==> src/rtl/fbf_pkg.sv <==
package fbf_pkg;
  typedef enum logic [1:0] {
    MODE_SINGLE = 2'd0,
    MODE_DOUBLE = 2'd1,
    MODE_ALT_A  = 2'd2,
    MODE_ALT_B  = 2'd3
  } ilace_mode_e;

  localparam logic [1:0] BCODE_BAD = 2'd3;

  function automatic logic [7:0] burst_bytes(input logic [1:0] code);
    return 8'd32 << code;
  endfunction
endpackage

==> src/rtl/fbf_cfg_latch.sv <==
module fbf_cfg_latch #(
  parameter int ADDR_W = 32,
  parameter int LEN_W  = 12
) (
  input  logic              clk_i,
  input  logic              rst_ni,
  input  logic              frame_i,
  input  logic [ADDR_W-1:0] stride_i,
  input  logic [1:0]        mode_i,
  input  logic [1:0]        code_i,
  input  logic              rep_i,
  input  logic [LEN_W-1:0]  len_i,
  output logic [ADDR_W-1:0] stride_o,
  output fbf_pkg::ilace_mode_e mode_o,
  output logic [1:0]        code_o,
  output logic              rep_o,
  output logic [LEN_W-1:0]  len_o
);
  always_ff @(posedge clk_i or negedge rst_ni) begin
    if (!rst_ni) begin
      stride_o <= '0;
      mode_o   <= fbf_pkg::MODE_SINGLE;
      code_o   <= '0;
      rep_o    <= 1'b0;
      len_o    <= '0;
    end else if (frame_i) begin
      stride_o <= stride_i;
      mode_o   <= fbf_pkg::ilace_mode_e'(mode_i);
      code_o   <= code_i;
      rep_o    <= rep_i;
      len_o    <= len_i;
    end
  end
endmodule

==> src/rtl/fbf_ptr_ctrl.sv <==
module fbf_ptr_ctrl #(
  parameter int ADDR_W = 32
) (
  input  logic                 clk_i,
  input  logic                 rst_ni,
  input  logic                 frame_i,
  input  logic                 line_i,
  input  logic [ADDR_W-1:0]    base_a_i,
  input  logic [ADDR_W-1:0]    base_b_i,
  input  logic [1:0]           mode_raw_i,
  input  fbf_pkg::ilace_mode_e mode_q_i,
  input  logic [ADDR_W-1:0]    stride_q_i,
  output logic [ADDR_W-1:0]    line_addr_o,
  output logic                 line_sel_o
);
  import fbf_pkg::*;

  logic [ADDR_W-1:0] ptr_a_q, ptr_b_q;
  logic              sel_q;

  always_ff @(posedge clk_i or negedge rst_ni) begin
    if (!rst_ni) begin
      ptr_a_q <= '0;
      ptr_b_q <= '0;
      sel_q   <= 1'b0;
    end else if (frame_i) begin
      ptr_a_q <= base_a_i;
      ptr_b_q <= (mode_raw_i == MODE_DOUBLE) ? base_a_i : base_b_i;
      sel_q   <= (mode_raw_i == MODE_ALT_B);
    end else if (line_i) begin
      if (sel_q) ptr_b_q <= ptr_b_q + stride_q_i;
      else       ptr_a_q <= ptr_a_q + stride_q_i;
      if (mode_q_i != MODE_SINGLE) sel_q <= ~sel_q;
    end
  end

  assign line_addr_o = sel_q ? ptr_b_q : ptr_a_q;
  assign line_sel_o  = sel_q;

  a_r3_single_holds_sel: assert property (@(posedge clk_i) disable iff (!rst_ni)
    (mode_q_i == MODE_SINGLE && !frame_i) |=> $stable(sel_q));
  a_r4_alt_toggles: assert property (@(posedge clk_i) disable iff (!rst_ni)
    (line_i && !frame_i && mode_q_i != MODE_SINGLE) |=> (sel_q != $past(sel_q)));
endmodule

==> src/rtl/fbf_burst_gen.sv <==
module fbf_burst_gen #(
  parameter int ADDR_W = 32,
  parameter int LEN_W  = 12
) (
  input  logic              clk_i,
  input  logic              rst_ni,
  input  logic              frame_i,
  input  logic              line_i,
  input  logic [ADDR_W-1:0] line_addr_i,
  input  logic              line_sel_i,
  input  logic [1:0]        code_i,
  input  logic [LEN_W-1:0]  len_i,
  output logic              valid_o,
  output logic [ADDR_W-1:0] addr_o,
  output logic [7:0]        len_o,
  output logic              sel_o
);
  import fbf_pkg::*;

  localparam int CNT_W = LEN_W + 1;

  logic [7:0]        bsize;
  logic [CNT_W-1:0]  rounded, n_bursts, left_q;
  logic [ADDR_W-1:0] cur_q;
  logic              sel_q;

  assign bsize    = burst_bytes(code_i);
  assign rounded  = {1'b0, len_i} + CNT_W'(bsize) - CNT_W'(1);
  assign n_bursts = (code_i == BCODE_BAD) ? '0 : (rounded >> (3'd5 + {1'b0, code_i}));

  always_ff @(posedge clk_i or negedge rst_ni) begin
    if (!rst_ni) begin
      cur_q  <= '0;
      left_q <= '0;
      sel_q  <= 1'b0;
    end else if (frame_i) begin
      left_q <= '0;
    end else if (line_i) begin
      cur_q  <= line_addr_i;
      left_q <= n_bursts;
      sel_q  <= line_sel_i;
    end else if (left_q != '0) begin
      cur_q  <= cur_q + ADDR_W'(bsize);
      left_q <= left_q - CNT_W'(1);
    end
  end

  assign valid_o = (left_q != '0);
  assign addr_o  = cur_q;
  assign len_o   = bsize;
  assign sel_o   = sel_q;
endmodule

==> src/rtl/fb_line_fetch.sv <==
module fb_line_fetch #(
  parameter int ADDR_W = 32,
  parameter int LEN_W  = 12
) (
  input  logic              clk_i,
  input  logic              rst_ni,
  input  logic              frame_start_i,
  input  logic              line_start_i,
  input  logic [ADDR_W-1:0] base_a_i,
  input  logic [ADDR_W-1:0] base_b_i,
  input  logic [ADDR_W-1:0] stride_i,
  input  logic [1:0]        mode_i,
  input  logic [1:0]        burst_code_i,
  input  logic              pix_rep_i,
  input  logic [LEN_W-1:0]  line_bytes_i,
  output logic              burst_valid_o,
  output logic [ADDR_W-1:0] burst_addr_o,
  output logic [7:0]        burst_len_o,
  output logic              fb_sel_o,
  output logic              force_black_o,
  output logic              pix_rep_o
);
  import fbf_pkg::*;

  logic              line_go;
  logic [ADDR_W-1:0] stride_q, line_addr;
  ilace_mode_e       mode_q;
  logic [1:0]        code_q;
  logic [LEN_W-1:0]  len_q;
  logic              line_sel;

  assign line_go = line_start_i & ~frame_start_i;

  fbf_cfg_latch #(.ADDR_W(ADDR_W), .LEN_W(LEN_W)) u_cfg (
    .clk_i, .rst_ni,
    .frame_i  (frame_start_i),
    .stride_i (stride_i),
    .mode_i   (mode_i),
    .code_i   (burst_code_i),
    .rep_i    (pix_rep_i),
    .len_i    (line_bytes_i),
    .stride_o (stride_q),
    .mode_o   (mode_q),
    .code_o   (code_q),
    .rep_o    (pix_rep_o),
    .len_o    (len_q)
  );

  fbf_ptr_ctrl #(.ADDR_W(ADDR_W)) u_ptr (
    .clk_i, .rst_ni,
    .frame_i     (frame_start_i),
    .line_i      (line_go),
    .base_a_i    (base_a_i),
    .base_b_i    (base_b_i),
    .mode_raw_i  (mode_i),
    .mode_q_i    (mode_q),
    .stride_q_i  (stride_q),
    .line_addr_o (line_addr),
    .line_sel_o  (line_sel)
  );

  fbf_burst_gen #(.ADDR_W(ADDR_W), .LEN_W(LEN_W)) u_burst (
    .clk_i, .rst_ni,
    .frame_i     (frame_start_i),
    .line_i      (line_go),
    .line_addr_i (line_addr),
    .line_sel_i  (line_sel),
    .code_i      (code_q),
    .len_i       (len_q),
    .valid_o     (burst_valid_o),
    .addr_o      (burst_addr_o),
    .len_o       (burst_len_o),
    .sel_o       (fb_sel_o)
  );

  assign force_black_o = (code_q == BCODE_BAD);

  a_r8_black_silent: assert property (@(posedge clk_i) disable iff (!rst_ni)
    force_black_o |-> !burst_valid_o);
  a_r11_frame_abort: assert property (@(posedge clk_i) disable iff (!rst_ni)
    frame_start_i |=> !burst_valid_o);
  a_r6_addr_step: assert property (@(posedge clk_i) disable iff (!rst_ni)
    (burst_valid_o && !line_start_i && !frame_start_i) |=>
      (!burst_valid_o || burst_addr_o == $past(burst_addr_o) + ADDR_W'(burst_len_o)));
endmodule

==> config.mk <==
export PLATFORM = sky130hd
export DESIGN_NAME = fb_line_fetch
export DESIGN_NICKNAME = d
export VERILOG_FILES = /design/src/rtl/fbf_pkg.sv /design/src/rtl/fbf_cfg_latch.sv /design/src/rtl/fbf_ptr_ctrl.sv /design/src/rtl/fbf_burst_gen.sv /design/src/rtl/fb_line_fetch.sv
export SDC_FILE = /design/constraint.sdc
export NUM_CORES = 1
export LEC_CHECK = 0
export ABC_AREA = 1
export BUFFER_PORTS_ARGS = -buffer_cell sky130_fd_sc_hd__buf_2
export CAP_MARGIN = 40
export CORE_MARGIN = 3
export CORE_UTILIZATION = 40
export CTS_BUF_LIST = sky130_fd_sc_hd__clkbuf_4 sky130_fd_sc_hd__clkbuf_8
export DETAILED_ROUTE_END_ITERATION = 16
export GPL_TIMING_DRIVEN = 0
export PLACE_DENSITY = 0.67
export RECOVER_POWER = 100
export SLEW_MARGIN = 20
export SYNTH_ARGS = -nofsm -noshare
export SYNTH_HDL_FRONTEND = slang
export SYNTH_SLANG_ARGS = --single-unit
==> constraint.sdc <==
create_clock -name clk_i -period 6.4 [get_ports clk_i]
set_input_delay 0 -clock clk_i [delete_from_list [all_inputs] [get_ports clk_i]]
set_output_delay 0 -clock clk_i [all_outputs]
set_load 0.03 [all_outputs]
# Word-level counts from Yosys, hierarchy flattened
# Index checks and enable logic that the tools add are counted.
word_totals:
  regBits: 160
  wordCells: 56
  in_bits: 117
  output_inout_bits: 44
classes:
  muxes: 17
  add_sub_neg: 7
  shifts: 2
  eq_ne: 4
  reduce_logical: 12
  n_bitwise: 3
ops:
  columns: ["operator", "count"]
  rows:
  - ["$mux W32", 10]
  - ["$add A32 B32 Y32", 2]
  - ["$mux W13", 4]
  - ["$add A32 B8 Y32", 1]
  - ["$sub A13 B1 Y13 const B", 2]
  - ["$add A12 B8 Y13", 1]
  - ["$reduce_bool A13 Y1", 1]
  - ["$shr A13 B3 Y13", 1]
  - ["$reduce_and A2 Y1", 5]
  - ["$reduce_bool A2 Y1", 5]
  - ["$shl A6 B2 Y8 const A", 1]
  - ["$eq A2 B2 Y1 const B", 2]
  - ["$add A3 B2 Y3 const A", 1]
  - ["$mux W1", 3]
  - ["$reduce_bool A3 Y1", 1]
  - ["$eq A2 B1 Y1 const B", 1]
  - ["$ne A2 B2 Y1 const B", 1]
  - ["$not A1 Y1", 2]
  - ["$and A1 B1 Y1", 1]

# Depth between registers and ports, before layout
depth:
  ltp_word: 7
  depth_mapped: 18
  mapped_depth_nobuf: 18

# Hierarchy
# Synthesis repeated with hierarchy kept, for this count alone.
hier_totals:
  cells_unflattened: 2214
  hier_area_um2: 14202.4
modules_own_cells:
  columns: ["module", "n_inst", "cells_each", "area_per_inst_um2", "seq_area_each_um2"]
  rows:
  - ["fbf_ptr_ctrl", 1, 1360, 8220.4, 1626.6]
  - ["fbf_burst_gen", 1, 642, 4106.4, 1151.1]
  - ["fbf_cfg_latch", 1, 208, 1858.0, 1226.2]
  - ["fb_line_fetch", 1, 4, 17.5, 0.0]

# Worst setup path after synthesis
# Ideal clock, no wire load.
synth_timing:
  path_type: "flip-flop to flip-flop"
  startpoint: "register u_cfg.code_o[0]"
  endpoint: "register u_burst.cur_q[19] (netlist: u_burst.addr_o[19])"
  setup_ps: 77
  period_less_slack_ps: 2693
  required_ps: 6323
  path_stages_with_launch: 16
  path_buffers: 0
  setup_slack_ps: 3707
  t_arrival_ps: 2616
  cell_sequence: "dfrtp_1 -> clkinv_1 -> ha_1 -> ha_1 -> inv_1 -> fa_1 -> inv_1 -> nand2_1 -> nand2_1 -> nand2_1 -> nor2_4 -> nand2_1 -> nor3_4 -> xor2_1 -> nand2_1 -> a21oi_1"
synth_via:
  elab_chain_cells: 4
synth_rtl:
  columns: ["item", "line", "rtl"]
  rows:
  - ["from (decl)", "fbf_cfg_latch.sv:15", "output logic [1:0] code_o,"]
  - ["from (signal assigned)", "fbf_cfg_latch.sv:29", "code_o <= code_i;"]
  - ["$shl A6 B2 Y8", "fbf_pkg.sv:12", "return 8'd32 << code;"]
  - ["via burst_len_o[5]", "fb_line_fetch.sv:18", "output logic [7:0] burst_len_o,"]
  - ["$add A32 B8 Y32", "fbf_burst_gen.sv:43", "cur_q <= cur_q + ADDR_W'(bsize);"]
  - ["$mux W32", "fbf_burst_gen.sv:42", "end else if (left_q != '0) begin"]
  - ["$mux W32", "fbf_burst_gen.sv:38", "end else if (line_i) begin"]
  - ["to (signal assigned)", "fbf_burst_gen.sv:39", "cur_q <= line_addr_i;"]
  - ["to (signal assigned)", "fbf_burst_gen.sv:43", null]
  - ["to (decl)", "fbf_burst_gen.sv:24", "logic [ADDR_W-1:0] cur_q;"]
# The timed path passes the listed nets, and every way through them passes these cells. The select of a mux whose other input is x is not followed.
# A chain may end at the register's enable or synchronous reset.

# Worst setup path in the final report
layout_timing:
  startpoint: "register u_cfg.code_o[0]"
  endpoint: "register u_burst.cur_q[25] (netlist: u_burst.addr_o[25])"
layout_via:
  elab_chain_cells: 4
layout_rtl:
  columns: ["item", "line"]
  rows:
  - ["$shl A6 B2 Y8", "fbf_pkg.sv:12"]
  - ["$add A32 B8 Y32", "fbf_burst_gen.sv:43"]
  - ["$mux W32", "fbf_burst_gen.sv:42"]
  - ["$mux W32", "fbf_burst_gen.sv:38"]
# No other way between the ends. The select of a mux whose other input is x is not followed.

==> impl_metrics.json <==
{
  "ant_nets": 0,
  "num-nets-final": 2645,
  "synth_edf_count": 0,
  "synth-main-ff-cell": "sky130_fd_sc_hd__dfrtp_1",
  "post_drt_wl_per_cell_um": 18.7,
  "hold_path_class": "in -> reg",
  "area_delta_synth_final_pct": 20.1,
  "synth.yosys.warnings": 0,
  "hold_buffers": 102,
  "drt_iter0_drc": 1445,
  "max_cap_violations": 0,
  "synthesis.area_per_instance_um2": 6.28,
  "final_max_slew_viol_count": 0,
  "clock-sinks": 160,
  "port_buffers": 155,
  "finalCriticalPeriod_ns": 3.42,
  "mappedNetlistArea_mm2": 0.0136,
  "postCtsSetupRepairBufs": 0,
  "power_per_standard_cell_area_mw_per_mm2": 323,
  "die_w_um": 190,
  "synth-seq-cells": 160,
  "drive_above_1_share": 0.0758,
  "cp_max_fo": 11,
  "max-slew-margin-rel": 0.425,
  "endpoint_arrival_time_on_the_critical_path_ns": 3.85,
  "tritoncts": "built",
  "core_area_mm2": 0.0329,
  "route.vias.total": 15371,
  "cts_buffers": 17,
  "max-vdd-ir-drop_v": 0.000209,
  "setup.worst_path.class": "reg -> reg",
  "grt_antenna_before_repair": 0,
  "syn_inst": 2160,
  "floorplan.initialDensity": 0.412,
  "final_min_period_over_clock_period": 0.535,
  "setup-violations-final": 0,
  "pin_count": 161,
  "final.setup_skew_ns": 0.0203,
  "synth.largest_area_cell": "sky130_fd_sc_hd__dfrtp_1",
  "synth_seq_area_share": 0.295,
  "dpl.hpwl_um": 43100,
  "tightestPinTransition_ns": 0.863,
  "synth_top_cells_by_count": "sky130_fd_sc_hd__nand2_1 (717), sky130_fd_sc_hd__inv_1 (287), sky130_fd_sc_hd__nor2_1 (206), sky130_fd_sc_hd__a21oi_1 (160), sky130_fd_sc_hd__dfrtp_1 (160)",
  "ctsResizeCount": 0,
  "finalWeightedCongestion": 0.976,
  "setup_tns_ns": 0,
  "holdWs_ns": 0.0181,
  "clock-root-buffer": "sky130_fd_sc_hd__clkbuf_8",
  "viasPerCell": 5.31,
  "fp.dieArea_mm2": 0.0362,
  "synth_top_cells_by_area": "sky130_fd_sc_hd__dfrtp_1 (29%), sky130_fd_sc_hd__nand2_1 (20%), sky130_fd_sc_hd__inv_1 (7.9%)",
  "grt_pass1_vias": 14712,
  "grt_max_degree": 84,
  "worst_skew_pair.late_latency_ns": 0.50,
  "post_synthesis_cell_type_count": 46,
  "gr-total-overflow": 0,
  "register_clock_pin_slew_on_the_reported_worst_setup_and_hold_paths_ns": 0.12,
  "detail_route.first_pass.iterations": 5,
  "finalCoreUtilization": 0.495,
  "antenna-diode-count": 0,
  "cts_htree_levels": 4,
  "grt_setup_unrepaired": "no",
  "critPathCaptureType": "flip-flop",
  "synth.top_cell.area_share": 0.295,
  "die_y_um": 190,
  "routed_wl_um": 54300,
  "remaining_drc_errors": 0,
  "fp-row-count": 66,
  "synth_most_common_cell": "sky130_fd_sc_hd__nand2_1",
  "total_leakage_power_nw": 8.48,
  "crit_required_ns": 6.83,
  "outcome": "complete, no violations",
  "postSynth.asyncResetShare": 1.00,
  "timing_hold_violations_final": 0,
  "clock_path_buffers": 2,
  "grtUsageTotal": 0.298,
  "critPathLaunchType": "flip-flop",
  "max_clock_freq_mhz": 292,
  "first_pass_grt_wire_length_um": 82900
}
[worst max-delay path, cell delays in order (launching register included)]
cell                       delay [ns]
sky130_fd_sc_hd__dfrtp_1         0.43
sky130_fd_sc_hd__clkinv_1        0.21
sky130_fd_sc_hd__ha_1            0.31
sky130_fd_sc_hd__ha_1            0.25
sky130_fd_sc_hd__inv_1           0.07
sky130_fd_sc_hd__fa_1            0.41
sky130_fd_sc_hd__inv_1           0.09
sky130_fd_sc_hd__nand2_1         0.08
sky130_fd_sc_hd__nand2_1         0.08
sky130_fd_sc_hd__nand2_1         0.10
sky130_fd_sc_hd__nor2_1          0.39
sky130_fd_sc_hd__nand2_1         0.14
sky130_fd_sc_hd__nor3_1          0.41
sky130_fd_sc_hd__nand3_1         0.12
sky130_fd_sc_hd__nand2_1         0.08
sky130_fd_sc_hd__nand3_1         0.06
sky130_fd_sc_hd__a21oi_1         0.14
[path summary, 6_finish.rpt]
kind	from	endpoint	slack [ns]	cells past startpoint
worst max register to register	u_cfg.code_o[0]	u_burst.addr_o[25]	2.98	16
min in group asynchronous	rst_ni	u_cfg.len_o[8]	0.10	2
worst max-delay path	u_cfg.code_o[0]	u_burst.addr_o[25]	2.98	16
worst min register to register	u_cfg.rep_o	u_cfg.rep_o	0.51	2
worst min-delay path	base_b_i[19]	u_ptr.ptr_b_q[19]	0.02	5
max in group asynchronous	rst_ni	u_cfg.stride_o[16]	5.43	3
[layer usage]
layer,global-route usage,vias to the layer above,routed length [µm]
met4,0.118,0,2450
met3,0.0432,113,4610
met5,0,-,0
li1,-,7499,-
met2,0.490,724,24300
met1,0.397,7035,22800
[cell usage in the layout (no fill, tap or decap), types with 4 or more instances in the layout]
| cell type | netlist | layout |
|---|---|---|
| sky130_fd_sc_hd__o21a_1 | 5 | 5 |
| sky130_fd_sc_hd__ha_1 | 84 | 84 |
| sky130_fd_sc_hd__nand3_1 | 139 | 140 |
| sky130_fd_sc_hd__inv_1 | 287 | 291 |
| sky130_fd_sc_hd__o221ai_1 | 8 | 8 |
| sky130_fd_sc_hd__buf_1 | 9 | 8 |
| sky130_fd_sc_hd__a22oi_1 | 5 | 5 |
| sky130_fd_sc_hd__dlygate4sd3_1 | 0 | 102 |
| sky130_fd_sc_hd__a31oi_1 | 13 | 13 |
| sky130_fd_sc_hd__clkinv_8 | 0 | 4 |
| sky130_fd_sc_hd__nor2_1 | 206 | 209 |
| sky130_fd_sc_hd__dfrtp_1 | 160 | 160 |
| sky130_fd_sc_hd__buf_4 | 6 | 6 |
| sky130_fd_sc_hd__buf_2 | 14 | 120 |
| sky130_fd_sc_hd__conb_1 | 1 | 5 |
| sky130_fd_sc_hd__o21ai_0 | 130 | 132 |
| sky130_fd_sc_hd__clkbuf_8 | 0 | 17 |
| sky130_fd_sc_hd__o21bai_1 | 14 | 14 |
| sky130_fd_sc_hd__nand3b_1 | 15 | 15 |
| sky130_fd_sc_hd__o211ai_1 | 15 | 15 |
| sky130_fd_sc_hd__xor2_1 | 17 | 17 |
| sky130_fd_sc_hd__or2_2 | 13 | 13 |
| sky130_fd_sc_hd__nand2_1 | 717 | 718 |
| sky130_fd_sc_hd__nand4_1 | 18 | 18 |
| sky130_fd_sc_hd__xnor2_1 | 15 | 15 |
| sky130_fd_sc_hd__clkbuf_1 | 34 | 83 |
| sky130_fd_sc_hd__a21oi_1 | 160 | 160 |
| sky130_fd_sc_hd__nor3_1 | 27 | 28 |
| sky130_fd_sc_hd__inv_8 | 0 | 4 |
| sky130_fd_sc_hd__nor2_2 | 6 | 4 |
[metrics by stage]
step / worst slack [ns] / instances / power (mW) / area [µm²]
3_5_place_dp: 3.43 / 2762 / 4.39 / 15000
5_1_grt: 2.51 / 2896 / 5.69 / 16300
6_report: 2.98 / 2896 / 5.27 / 16300
2_1_floorplan: 3.71 / 2164 / 3.52 / 13600
4_1_cts: 3.37 / 2896 / 5.26 / 16400
3_3_place_gp: 2.69 / 2761 / 4.34 / 14900
[sequential cells by signal (all words and copies together) (netlist names)]
signal / cells
u_ptr.line_sel_o: 1
u_cfg.code_o: 2
u_burst.addr_o: 32
u_cfg.len_o: 12
u_cfg.rep_o: 1
u_ptr.ptr_b_q: 32
u_burst.sel_o: 1
u_cfg.mode_o: 2
u_cfg.stride_o: 32
u_burst.left_q: 13
u_ptr.ptr_a_q: 32
[power by group]
part | switching, mW | leakage (nW) | internal [mW]
Clock | 0.492 | 0.206 | 0.334
Sequential | 0.324 | 1.92 | 1.26
Combinational | 1.90 | 6.35 | 0.954
Total | 2.72 | 8.48 | 2.55
[kinds of logic (layout without fill, tap and decap cells)]
kind of cell,after synthesis,in the layout,share of synthesized area
AO/OA/AOI/OAI,363,363,0.146
adder cells (fa/ha/maj),87,87,0.0819
flip-flops,160,160,0.295
buffers and inverters,360,650,0.104
other,1,5,0.000276
XOR/XNOR,32,32,0.0206
AND/OR/NAND/NOR,1157,1157,0.352
[final cells by class]
type | count | area, µm²
plain buffers | 65 | 293
clock buffers | 17 | 234
multi-input cells | 1644 | 8140
flip-flops and latches | 160 | 4000
well taps | 442 | 553
clock inverters | 15 | 190
fillers | 3416 | 16600
inverters | 295 | 1110
repair buffers | 258 | 1780
(Power assumes the default switching activity.)
